<file path="src/rtl/rx_wclk_pkg.sv">
package rx_wclk_pkg;
  typedef enum logic [1:0] {
    WPH_IDLE = 2'd0,
    WPH_B    = 2'd1,
    WPH_A    = 2'd2
  } wphase_e;
endpackage

</file>
<file path="src/rtl/rx_wclk_seg_timer.sv">
module rx_wclk_seg_timer #(
  parameter int WORD_BITS = 10,
  parameter int EXT_W     = 4,
  parameter int CNT_W     = 5
) (
  input  logic             clk_i,
  input  logic             rst_ni,
  input  logic             realign_i,
  input  logic [EXT_W-1:0] shift_i,
  output logic             done_o
);
  localparam logic [EXT_W-1:0] EXT_MAX = EXT_W'(WORD_BITS);
  localparam logic [CNT_W-1:0] BASE_LAST = CNT_W'(WORD_BITS - 1);

  logic [CNT_W-1:0] cnt_q;
  logic [EXT_W-1:0] ext_q, ext_new, ext_eff;
  logic             taken_q, req;

  // clamp: one full word is the largest stretch
  assign ext_new = (shift_i > EXT_MAX) ? EXT_MAX : shift_i;
  // first nonzero request of the phase wins
  assign req     = realign_i && (shift_i != '0) && !taken_q;
  assign ext_eff = req ? ext_new : ext_q;
  assign done_o  = (cnt_q == BASE_LAST + CNT_W'(ext_eff));

  always_ff @(posedge clk_i or negedge rst_ni) begin
    if (!rst_ni) begin
      cnt_q   <= '0;
      ext_q   <= '0;
      taken_q <= 1'b0;
    end else if (done_o) begin
      cnt_q   <= '0;
      ext_q   <= '0;
      taken_q <= 1'b0;
    end else begin
      cnt_q <= cnt_q + 1'b1;
      if (req) begin
        ext_q   <= ext_new;
        taken_q <= 1'b1;
      end
    end
  end
endmodule

</file>
<file path="src/rtl/rx_wclk_phase_gen.sv">
module rx_wclk_phase_gen
  import rx_wclk_pkg::*;
(
  input  logic clk_i,
  input  logic rst_ni,
  input  logic done_i,
  output logic wclk_a_o,
  output logic wclk_b_o,
  output logic word_stb_o,
  output logic phase_sel_o
);
  wphase_e state_q, state_d;
  logic    stb_q;

  always_comb begin
    state_d = state_q;
    if (done_i) begin
      unique case (state_q)
        WPH_IDLE: state_d = WPH_B;
        WPH_B:    state_d = WPH_A;
        WPH_A:    state_d = WPH_B;
        default:  state_d = WPH_IDLE;
      endcase
    end
  end

  always_ff @(posedge clk_i or negedge rst_ni) begin
    if (!rst_ni) begin
      state_q <= WPH_IDLE;
      stb_q   <= 1'b0;
    end else begin
      state_q <= state_d;
      stb_q   <= done_i;
    end
  end

  assign wclk_b_o    = (state_q == WPH_B);
  assign wclk_a_o    = (state_q == WPH_A);
  assign word_stb_o  = stb_q;
  assign phase_sel_o = (state_q == WPH_B);
endmodule

</file>
<file path="src/rtl/rx_word_clk_gen.sv">
module rx_word_clk_gen #(
  parameter int WORD_BITS = 10,
  parameter int SHIFT_W   = $clog2(WORD_BITS + 1)
) (
  input  logic               clk_i,
  input  logic               rst_ni,
  input  logic               realign_i,
  input  logic [SHIFT_W-1:0] shift_i,
  output logic               wclk_a_o,
  output logic               wclk_b_o,
  output logic               word_stb_o,
  output logic               phase_sel_o
);
  localparam int CNT_W = $clog2(2 * WORD_BITS);

  logic seg_done;

  rx_wclk_seg_timer #(
    .WORD_BITS(WORD_BITS),
    .EXT_W    (SHIFT_W),
    .CNT_W    (CNT_W)
  ) u_timer (
    .clk_i    (clk_i),
    .rst_ni   (rst_ni),
    .realign_i(realign_i),
    .shift_i  (shift_i),
    .done_o   (seg_done)
  );

  rx_wclk_phase_gen u_phase (
    .clk_i      (clk_i),
    .rst_ni     (rst_ni),
    .done_i     (seg_done),
    .wclk_a_o   (wclk_a_o),
    .wclk_b_o   (wclk_b_o),
    .word_stb_o (word_stb_o),
    .phase_sel_o(phase_sel_o)
  );
endmodule

</file>
<file path="config.mk">
export PLATFORM = sky130hd
export DESIGN_NAME = rx_word_clk_gen
export DESIGN_NICKNAME = d
export VERILOG_FILES = /design/src/rtl/rx_wclk_pkg.sv /design/src/rtl/rx_wclk_seg_timer.sv /design/src/rtl/rx_wclk_phase_gen.sv /design/src/rtl/rx_word_clk_gen.sv
export SDC_FILE = /design/constraint.sdc
export NUM_CORES = 1
export LEC_CHECK = 0
export BUFFER_PORTS_ARGS = -buffer_cell sky130_fd_sc_hd__buf_2
export CAP_MARGIN = 20
export CELL_PAD_IN_SITES_DETAIL_PLACEMENT = 2
export CELL_PAD_IN_SITES_GLOBAL_PLACEMENT = 2
export CORE_MARGIN = 2
export CORE_UTILIZATION = 29
export CTS_CLUSTER_SIZE = 28
export DETAILED_ROUTE_END_ITERATION = 16
export PLACE_DENSITY = 0.75
export SYNTH_ARGS = -nofsm -noshare
export SYNTH_HDL_FRONTEND = slang
export SYNTH_SLANG_ARGS = --single-unit
</file>
<file path="constraint.sdc">
create_clock -name clk_i -period 3.05 [get_ports clk_i]
set_input_delay 0.61 -clock clk_i [delete_from_list [all_inputs] [get_ports clk_i]]
set_output_delay 0.61 -clock clk_i [all_outputs]
set_load 0.1 [all_outputs]
</file>
==> results of run 1 <==
==> per-layer routing <==
metal	wire (um)	up-vias	GRT usage, %
met5	0	-	0
met4	24	0	7.97
met3	47	2	2.07
met2	1010	10	23.9
met1	851	325	16.3
li1	-	312	-
==> power by group <==
group          leakage, nW  switching (mW)  internal (mW)
combinational        0.227           0.413          0.236
sequential           0.155          0.0958          0.259
clock               0.0177          0.0529         0.0486
==> final cells by class <==
cell class | count | area share [%]
sequential | 13 | 35.5
timing repair buffer | 12 | 7.09
inverter | 2 | 0.819
clock inverter | 1 | 0.546
multi-input combinational | 61 | 49.4
tap | 31 | 4.23
clock buffer | 3 | 2.46
==> stage by stage <==
step / power (mW) / worst slack, ns
floorplan: 0.883 / 0.134
detailed placement: 1.02 / 0.0870
CTS: 1.13 / 0.333
global route: 1.20 / 0.167
finish: 1.11 / 0.361
global placement: 0.981 / 0.136
==> worst max-delay path by stage <==
stage / cells past startpoint / to
global route: 7 / u_phase.state_q[1]$_DFFE_PN0N_
floorplan: 2 / wclk_b_o
finish: 7 / u_phase.state_q[1]$_DFFE_PN0N_
global placement: 8 / u_phase.state_q[1]$_DFFE_PN0N_
CTS: 7 / u_phase.state_q[1]$_DFFE_PN0N_
detailed placement: 8 / u_phase.state_q[1]$_DFFE_PN0N_
==> cell families (layout without fill, tap and decap cells) <==
family | count (synthesis) | count (layout) | share of synthesized area [%]
AND/OR/NAND/NOR | 34 | 34 | 26.5
AO/OA/AOI/OAI | 15 | 15 | 14.1
flip-flops | 13 | 13 | 40.2
XOR/XNOR | 7 | 7 | 8.51
buffers and inverters | 5 | 18 | 3.72
multiplexers | 3 | 3 | 3.87
adder cells (fa/ha/maj) | 2 | 2 | 3.10
==> flip-flops by register name, summed over array words and instances, names as in the netlist <==
name / cells
u_phase.state_q: 2
u_timer.ext_q: 4
u_phase.word_stb_o: 1
u_timer.taken_q: 1
u_timer.cnt_q: 5
==> critical path, delay by kind of cell, from the launching register on <==
family | cells | cell delay [ns]
compound gates | 3 | 0.81
buf+inv | 1 | 0.23
simple gates | 2 | 0.76
flops | 1 | 0.43
mux | 1 | 0.34
==> cell usage after synthesis <==
master / instances / share of area [%]
xnor2_1: 4 / 4.3
xor2_2: 1 / 2.0
buf_4: 1 / 0.93
a311oi_1: 1 / 1.1
and2b_1: 1 / 0.93
mux2i_1: 2 / 2.5
and3b_2: 1 / 1.2
o21ai_0: 3 / 1.9
nor2_1: 10 / 4.6
inv_1: 2 / 0.93
o2111ai_1: 1 / 1.1
a21oi_2: 1 / 1.1
nor4b_1: 2 / 2.2
a211oi_2: 1 / 1.5
nand2b_1: 1 / 0.77
a211oi_1: 2 / 1.9
or4b_1: 1 / 1.2
and4bb_2: 1 / 1.5
nand3_1: 3 / 1.9
a2111o_1: 1 / 1.4
nand2_1: 3 / 1.4
nor2b_1: 2 / 1.5
or4_4: 1 / 1.4
a31oi_1: 1 / 0.77
mux2_2: 1 / 1.4
buf_6: 1 / 1.4
nand4b_1: 2 / 2.2
o211a_1: 1 / 1.2
clkbuf_1: 1 / 0.46
and2_1: 1 / 0.77
and2b_2: 2 / 2.2
a22oi_1: 1 / 0.93
a21oi_1: 2 / 1.2
and4b_2: 1 / 1.4
ha_1: 2 / 3.1
dfrtp_1: 13 / 40
nor3_1: 2 / 1.2
xor2_1: 2 / 2.2
==> results.txt, run 1 <==
warnings from Yosys - 0
die height - 56.8 um
final setup TNS - 0 ns
Root Buffer - clkbuf_4
DIE AREA - 3230 um^2
crit-path max FO - 13
Clock Path Buffers - 2
CP max stage delay - 0.49 ns
layout cell share with drive strength beyond 1 - 28.3%
Max-Cap Viols - 0
H-Tree Depth - 1
Cell Rows - 19
Die X - 56.8 um
CTS tree - yes
# placed instances - 119
maximum VDD drop - 0.541 mV
Reg-to-Reg Start - u_timer.taken_q$_DFFE_PN0P_
I/O Buffers - 10
Worst-Skew Late Latency - 0.27 ns
fin crit share - 88.2%
area of the multi-input gates - 453 um^2
post-detail-place hpwl - 1540 um
Fin Hold WS - 0.202 ns
min Tclk post-route - 2.69 ns
Fmax - 372 MHz
Critical path origin - u_timer.taken_q$_DFFE_PN0P_
Setup CP Type - reg -> reg
sequential share of the synthesized area - 40.2%
DRC Markers - 0
commonest cells after routing, fill and taps aside - dfrtp_1 (13), nor2_1 (10), buf_2 (10)
Net count, final - 102
placed inst area - 890 um^2
Inserted Clock Buffers - 3
grt total ovfl - 0
Unique masters post-synth - 38
area growth from synthesis to layout - 13.5%
# fillers - 322
antenna-violating nets left - 0
Hold Buf Count CTS - 0
Post-Syn Area - 808 um^2
crit path cell chain - nand2b_1 -> a2111o_1 -> o2111ai_1 -> or4b_1 -> a211oi_2 -> buf_4 -> mux2_2
Post-Syn Nets - 88
Vias/cell - 5.28
Worst setup EP type - register
slack of the worst reg-to-reg path - 0.36 ns
initial antenna violation count - 0
Antenna Cells - 0
Reg area - 325 um^2
Post-Syn Instances - 79
Data arrival, critical path - 2.85 ns
io pins - 11
flop and latch count out of synthesis - 13
Starting Density - 29.8%
Total Routing Usage GR - 13.9%
Worst R2R End - u_phase.state_q[1]$_DFFE_PN0N_
vias in the first global route - 726
Util after Layout - 33.8%
Worst Reg-to-Reg Cells - 7
routed vias - 649
GPL Wtd Cong - 0.716
slowest CP cell - a2111o_1
WL final - 1940 um
CP startpoint kind - register
post-CTS sizing - 0
first-pass GRT wire length - 3360 um
Setup violations, final - 0
sink count of the clock tree - 13
most common cell after layout, fill and taps aside - dfrtp_1
Layout Cells excl Fill - 123
Starting DRT DRC Count - 12
Post-Layout Inst Area - 917 um^2
slew margin rel. - 62.7%
Layout Skew - 0.00572 ns
Slew @ Worst Pin - 0.557 ns
DRT Pass-1 Iters - 3
P per Cell Area - 1210 nW/um^2
Avg Cell Area, Syn - 10.2 um^2
Post-CTS Setup Inserts - 0
Hold Crit Class - in -> async
RSZ-0062 raised after global routing - no
Core Area - 2710 um^2
WL/cell - 15.8 um
pin count of the biggest net entering global routing - 14
status - finished, final reports clean
WP data required - 3.21 ns
Final Hold Violating Endpoints - 0
Pins Over Slew Limit - 0
Leak - 0.400 nW
clk slew on worst S/H paths - 0.08 ns
Note: power is estimated with default switching activity, not from simulation.
==> run 2, diff against run 1 <==
--- a/config.mk
+++ b/config.mk
@@ -7,13 +7,13 @@
 export LEC_CHECK = 0
 export BUFFER_PORTS_ARGS = -buffer_cell sky130_fd_sc_hd__buf_2
 export CAP_MARGIN = 20
-export CELL_PAD_IN_SITES_DETAIL_PLACEMENT = 2
-export CELL_PAD_IN_SITES_GLOBAL_PLACEMENT = 2
 export CORE_MARGIN = 2
 export CORE_UTILIZATION = 29
+export CTS_CLUSTER_DIAMETER = 150
 export CTS_CLUSTER_SIZE = 28
 export DETAILED_ROUTE_END_ITERATION = 16
-export PLACE_DENSITY = 0.75
+export HOLD_SLACK_MARGIN = 0.03
+export PLACE_DENSITY = 0.56
 export SYNTH_ARGS = -nofsm -noshare
 export SYNTH_HDL_FRONTEND = slang
 export SYNTH_SLANG_ARGS = --single-unit
==> run 2 against run 1 <==
Effect of this change:
- worst setup slack improved by 0.047 ns
- die area unchanged
- combinational power decreased by 3%
- clock power about the same
- cell count unchanged
- utilization unchanged
- routed wire length decreased by 15%
- global-route usage decreased by 1.9 points
- sequential cell count unchanged
- critical path depth increased by 1
- maximum frequency increased by 1.8%
- non-clock buffer count unchanged
==> results.txt, run 2 (synthesis gave the netlist of run 1 again) <==
Post-CTS Setup Inserts - 0 (unchanged)
Net count, final - 102 (unchanged)
Fmax - 379 MHz (+1.8%)
final setup TNS - 0 ns (unchanged)
# fillers - 297 (-7.8%)
first-pass GRT wire length - 2970 um (-12%)
RSZ-0062 raised after global routing - no
clk slew on worst S/H paths - 0.08 ns (about the same)
grt met3 use - 2.07% (unchanged)
post-detail-place hpwl - 1240 um (-20%)
initial antenna violation count - 0 (unchanged)
Setup CP Type - in -> reg
Slew @ Worst Pin - 0.524 ns (-0.0322 ns)
number of flip-flops under the largest register name - 5 (unchanged)
Total Routing Usage GR - 11.9% (-1.9 points)
slew margin rel. - 64.8% (+2.2 points)
grt total ovfl - 0 (unchanged)
post-CTS sizing - 0 (unchanged)
Hold Buf Count CTS - 0 (unchanged)
Cell Rows - 19 (unchanged)
Max-Cap Viols - 0 (unchanged)
Leak - 0.399 nW (-0.23%)
Die X - 56.8 um (unchanged)
met1 usage - 15.1% (-1.1 points)
Top reg by flops - u_timer.cnt_q
vias in the first global route - 671 (-7.6%)
DIE AREA - 3230 um^2 (unchanged)
die height - 56.8 um (unchanged)
WP data required - 3.21 ns (about the same)
io pins - 11 (unchanged)
H-Tree Depth - 1 (unchanged)
most common cell after layout, fill and taps aside - dfrtp_1
Antenna Cells - 0 (unchanged)
layout cell share with drive strength beyond 1 - 28.3% (unchanged)
Layout Cells excl Fill - 123 (unchanged)
DRT Pass-1 Iters - 4 (+1)
Final Hold Violating Endpoints - 0 (unchanged)
area growth from synthesis to layout - 13.5% (unchanged)
WL final - 1640 um (-15%)
Hold Crit Class - in -> async
worst slack, placed - 0.127 ns (+0.0397 ns)
DRC Markers - 0 (unchanged)
Vias/cell - 5.17 (-2.0%)
# placed instances - 119 (unchanged)
crit-path max FO - 13 (unchanged)
pin count of the biggest net entering global routing - 14 (unchanged)
routed vias - 636 (-2.0%)
CTS tree - yes
antenna-violating nets left - 0 (unchanged)
CP startpoint kind - input pin
Setup violations, final - 0 (unchanged)
Clock Path Buffers - 2 (unchanged)
placed inst area - 890 um^2 (unchanged)
Pins Over Slew Limit - 0 (unchanged)
Reg area - 325 um^2 (unchanged)
area of the multi-input gates - 453 um^2 (unchanged)
maximum VDD drop - 0.624 mV (+15%)
sink count of the clock tree - 13 (unchanged)
GRT Max-Usage Layer - met2
GPL Wtd Cong - 0.790 (+10%)
crit path cell chain - buf_2 -> or4_4 -> a21oi_2 -> a311oi_1 -> or4b_1 -> a211oi_2 -> buf_4 -> mux2_2
fin crit share - 86.6% (-1.5 points)
status - finished, final reports clean
Worst setup EP type - register
min Tclk post-route - 2.64 ns (-0.0471 ns)
P per Cell Area - 1180 nW/um^2 (-2.0%)
CP max stage delay - 0.55 ns (+0.06 ns)
global-route met2 utilization - 19.4% (-4.5 points)
Starting Density - 29.8% (unchanged)
Layout Skew - 0.00589 ns (+0.000169 ns)
Fin Hold WS - 0.204 ns (+0.00253 ns)
Core Area - 2710 um^2 (unchanged)
slowest CP cell - or4_4
Worst-Skew Late Latency - 0.27 ns (about the same)
WL/cell - 13.3 um (-15%)
I/O Buffers - 10 (unchanged)
largest registers - u_timer.cnt_q x5, u_timer.ext_q x4, u_phase.state_q x2
Root Buffer - clkbuf_4
commonest cells after routing, fill and taps aside - dfrtp_1 (13), nor2_1 (10), buf_2 (10)
Post-Layout Inst Area - 917 um^2 (unchanged)
Starting DRT DRC Count - 8 (-4)
Data arrival, critical path - 2.80 ns (-0.05 ns)
worst setup margin - 0.408 ns (+0.0471 ns)
Inserted Clock Buffers - 3 (unchanged)
## run 2: per-layer routing
layer  vias to the layer above  routed length [um]
li1                        315                   -
met4                         0                  16
met1                       305                 775
met2                        14                 790
met5                         -                   0
met3                         2                  57
## run 2: path summary, 6_finish.rpt
path	startpoint	to	slack, ns	cells past startpoint
max	shift_i[3]	u_phase.state_q[1]$_DFFE_PN0N_	0.41	8
min in group clk_i	u_phase.state_q[0]$_DFFE_PN0N_	u_phase.state_q[0]$_DFFE_PN0N_	0.52	1
min	rst_ni	u_phase.state_q[0]$_DFFE_PN0N_	0.20	1
min reg2reg	u_phase.state_q[0]$_DFFE_PN0N_	u_phase.state_q[0]$_DFFE_PN0N_	0.52	1
max in group asynchronous	rst_ni	u_phase.state_q[1]$_DFFE_PN0N_	2.62	1
max reg2reg	u_timer.taken_q$_DFFE_PN0P_	u_phase.state_q[1]$_DFFE_PN0N_	0.51	10
## run 2: per-stage QoR
step	util, %	power [mW]
after global routing	33.8	1.18
after global placement	32.8	0.977
after detailed placement	32.8	0.988
after CTS	33.8	1.10
final	33.8	1.08
after floorplan	-	0.883
## run 2: area by class of cell
cell class,instances,share of cell area (%)
multi-input combinational,61,49.4
sequential,13,35.5
timing repair buffer,12,7.09
tap,31,4.23
clock buffer,3,2.46
inverter,2,0.819
clock inverter,1,0.546
## run 2: power by group
group / switching [mW] / internal, mW / total (mW) / leakage [nW]
combinational: 0.393 / 0.237 / 0.630 / 0.226
sequential: 0.0898 / 0.259 / 0.349 / 0.155
clock: 0.0558 / 0.0486 / 0.104 / 0.0177
## run 2: worst max-delay path: cells and delay by family
kind / cells / cell delay (ns)
muxes: 1 / 0.34
and+or+nand+nor: 2 / 1.04
buffers and inverters: 2 / 0.36
AOI/OAI and AO/OA: 3 / 0.44
==> run 3, diff against run 2 <==
--- a/config.mk
+++ b/config.mk
@@ -8,12 +8,12 @@
 export BUFFER_PORTS_ARGS = -buffer_cell sky130_fd_sc_hd__buf_2
 export CAP_MARGIN = 20
 export CORE_MARGIN = 2
-export CORE_UTILIZATION = 29
+export CORE_UTILIZATION = 54
 export CTS_CLUSTER_DIAMETER = 150
 export CTS_CLUSTER_SIZE = 28
 export DETAILED_ROUTE_END_ITERATION = 16
 export HOLD_SLACK_MARGIN = 0.03
-export PLACE_DENSITY = 0.56
+export PLACE_DENSITY = 0.86
 export SYNTH_ARGS = -nofsm -noshare
 export SYNTH_HDL_FRONTEND = slang
 export SYNTH_SLANG_ARGS = --single-unit
==> run 3 against run 2 <==
Effect of this change:
- clock power about the same
- clock-buffer cell count increased by 1
- global-route usage increased by 7.8 points
- highest routed layer unchanged
==> results.txt, run 3 (synthesis gave the netlist of run 1 again) <==
Worst-Skew Late Latency - 0.27 ns (about the same)
GRT Max-Usage Layer - met2
Worst setup EP type - register
Slew @ Worst Pin - 0.532 ns (+0.00783 ns)
routed vias - 645 (+1.4%)
commonest cells after routing, fill and taps aside - dfrtp_1 (13), nor2_1 (10), buf_2 (10)
grt met3 use - 3.83% (+1.8 points)
WL final - 1490 um (-9.3%)
Cell Rows - 13 (-6)
Core Area - 1350 um^2 (-50%)
Pwr Total - 1.09 mW (+0.36%)
io pins - 11 (unchanged)
Post-Layout Inst Area - 903 um^2 (-1.5%)
Layout Skew - 0.00127 ns (-0.00462 ns)
Vias/cell - 5.97 (+16%)
GPL Wtd Cong - 0.927 (+17%)
Top reg by flops - u_timer.cnt_q
Post-CTS Setup Inserts - 0 (unchanged)
Die X - 42.7 um (-25%)
Root Buffer - clkbuf_4
Reg-to-Reg Start - u_timer.taken_q$_DFFE_PN0P_
WP data required - 3.21 ns (about the same)
# placed instances - 104 (-13%)
cell family with most CP delay - simple AND/OR/NAND/NOR gates
DIE AREA - 1820 um^2 (-44%)
antenna-violating nets left - 0 (unchanged)
CP max stage delay - 0.55 ns (about the same)
pin count of the biggest net entering global routing - 14 (unchanged)
Net count, final - 103 (+0.98%)
DRT Pass-1 Iters - 4 (unchanged)
Starting Density - 59.9% (+30 points)
sink count of the clock tree - 13 (unchanged)
Fmax - 381 MHz (+0.57%)
met1 usage - 24.2% (+9.0 points)
CP startpoint kind - input pin
Inserted Clock Buffers - 3 (unchanged)
Setup violations, final - 0 (unchanged)
Data arrival, critical path - 2.79 ns (about the same)
clk slew on worst S/H paths - 0.07 ns (about the same)
maximum VDD drop - 1.03 mV (+65%)
# fillers - 124 (-58%)
area of the multi-input gates - 453 um^2 (unchanged)
Setup CP Type - in -> reg
Starting DRT DRC Count - 14 (+6)
placed inst area - 877 um^2 (-1.4%)
Layout Cells excl Fill - 108 (-12%)
DRC Markers - 0 (unchanged)
layout cell share with drive strength beyond 1 - 28.0% (-0.30 points)
crit-path max FO - 8 (-5)
Antenna Cells - 0 (unchanged)
crit path cell chain - buf_2 -> or4_4 -> a21oi_2 -> a311oi_1 -> or4b_1 -> a211oi_2 -> mux2_2
WL/cell - 13.8 um (+3.3%)
initial antenna violation count - 0 (unchanged)
final setup TNS - 0 ns (unchanged)
RSZ-0062 raised after global routing - no
Hold Buf Count CTS - 0 (unchanged)
post-CTS sizing - 0 (unchanged)
number of flip-flops under the largest register name - 5 (unchanged)
area growth from synthesis to layout - 11.8%
CTS tree - yes
Worst Reg-to-Reg Cells - 7 (-3)
min Tclk post-route - 2.63 ns (-0.0149 ns)
Reg area - 325 um^2 (unchanged)
post-detail-place hpwl - 1180 um (-4.9%)
Worst R2R End - u_phase.state_q[1]$_DFFE_PN0N_
Clock Path Buffers - 2 (unchanged)
most common cell after layout, fill and taps aside - dfrtp_1
I/O Buffers - 10 (unchanged)
vias in the first global route - 619 (-7.7%)
Pins Over Slew Limit - 0 (unchanged)
Max-Cap Viols - 0 (unchanged)
Total Routing Usage GR - 19.7% (+7.8 points)
grt total ovfl - 0 (unchanged)
die height - 42.7 um (-25%)
slew margin rel. - 64.3% (-0.53 points)
Final Hold Violating Endpoints - 0 (unchanged)
slack of the worst reg-to-reg path - 0.57 ns (+0.06 ns)
global-route met2 utilization - 33.0% (+14 points)
largest registers - u_timer.cnt_q x5, u_timer.ext_q x4, u_phase.state_q x2
first-pass GRT wire length - 2670 um (-10%)
H-Tree Depth - 1 (unchanged)
Leak - 0.402 nW (+0.67%)
Hold Crit Class - in -> async
status - finished, final reports clean
slowest CP cell - or4_4
P per Cell Area - 1200 nW/um^2 (+1.9%)
worst path bufs/invs - 1 (-1)
fin crit share - 86.1% (-0.49 points)
run 3: changes by cell type in the layout (fill, tap and decap cells not counted), sizes merged:
cell	change
buf	+1
clkbuf	+1
clkinv	-1
run 3: through the flow:
stage	setup slack, ns	utilization, %	hold slack, ns
2_1_floorplan	0.134	-	0.314
3_3_place_gp	0.205	65.0	0.499
3_5_place_dp	0.143	65.0	0.506
4_1_cts	0.430	66.9	0.207
5_1_grt	0.328	66.9	0.226
6_report	0.423	66.9	0.209
run 3: final cells by class:
| type | count | area share, % |
|---|---|---|
| multi-input cells | 61 | 50.1 |
| flip-flops and latches | 13 | 36.0 |
| repair buffers | 13 | 8.03 |
| clock buffers | 4 | 2.91 |
| well taps | 15 | 2.08 |
| inverters | 2 | 0.831 |
run 3: worst max path at each step:
stage                                      to                      startpoint  cells past startpoint  slack [ns]
2_1_floorplan                        wclk_b_o  u_phase.state_q[0]$_DFFE_PN0N_                      2        0.13
3_3_place_gp   u_phase.state_q[1]$_DFFE_PN0N_                      shift_i[3]                      7        0.20
3_5_place_dp   u_phase.state_q[1]$_DFFE_PN0N_                      shift_i[3]                      7        0.14
4_1_cts        u_phase.state_q[1]$_DFFE_PN0N_                      shift_i[3]                      7        0.43
5_1_grt        u_phase.state_q[1]$_DFFE_PN0N_                      shift_i[3]                      7        0.33
6_report       u_phase.state_q[1]$_DFFE_PN0N_                      shift_i[3]                      7        0.42
run 3: per-layer routing:
| layer | vias up | routed length (um) |
|---|---|---|
| met3 | 4 | 36 |
| li1 | 316 | - |
| met1 | 312 | 685 |
| met2 | 13 | 734 |
| met4 | 0 | 29 |
| met5 | - | 0 |
run 3: power by group:
| group | internal, mW | switching [mW] | total [mW] |
|---|---|---|---|
| Sequential | 0.259 | 0.0847 | 0.344 |
| Clock | 0.0507 | 0.0520 | 0.103 |
| Combinational | 0.244 | 0.397 | 0.641 |
| Total | 0.553 | 0.534 | 1.09 |
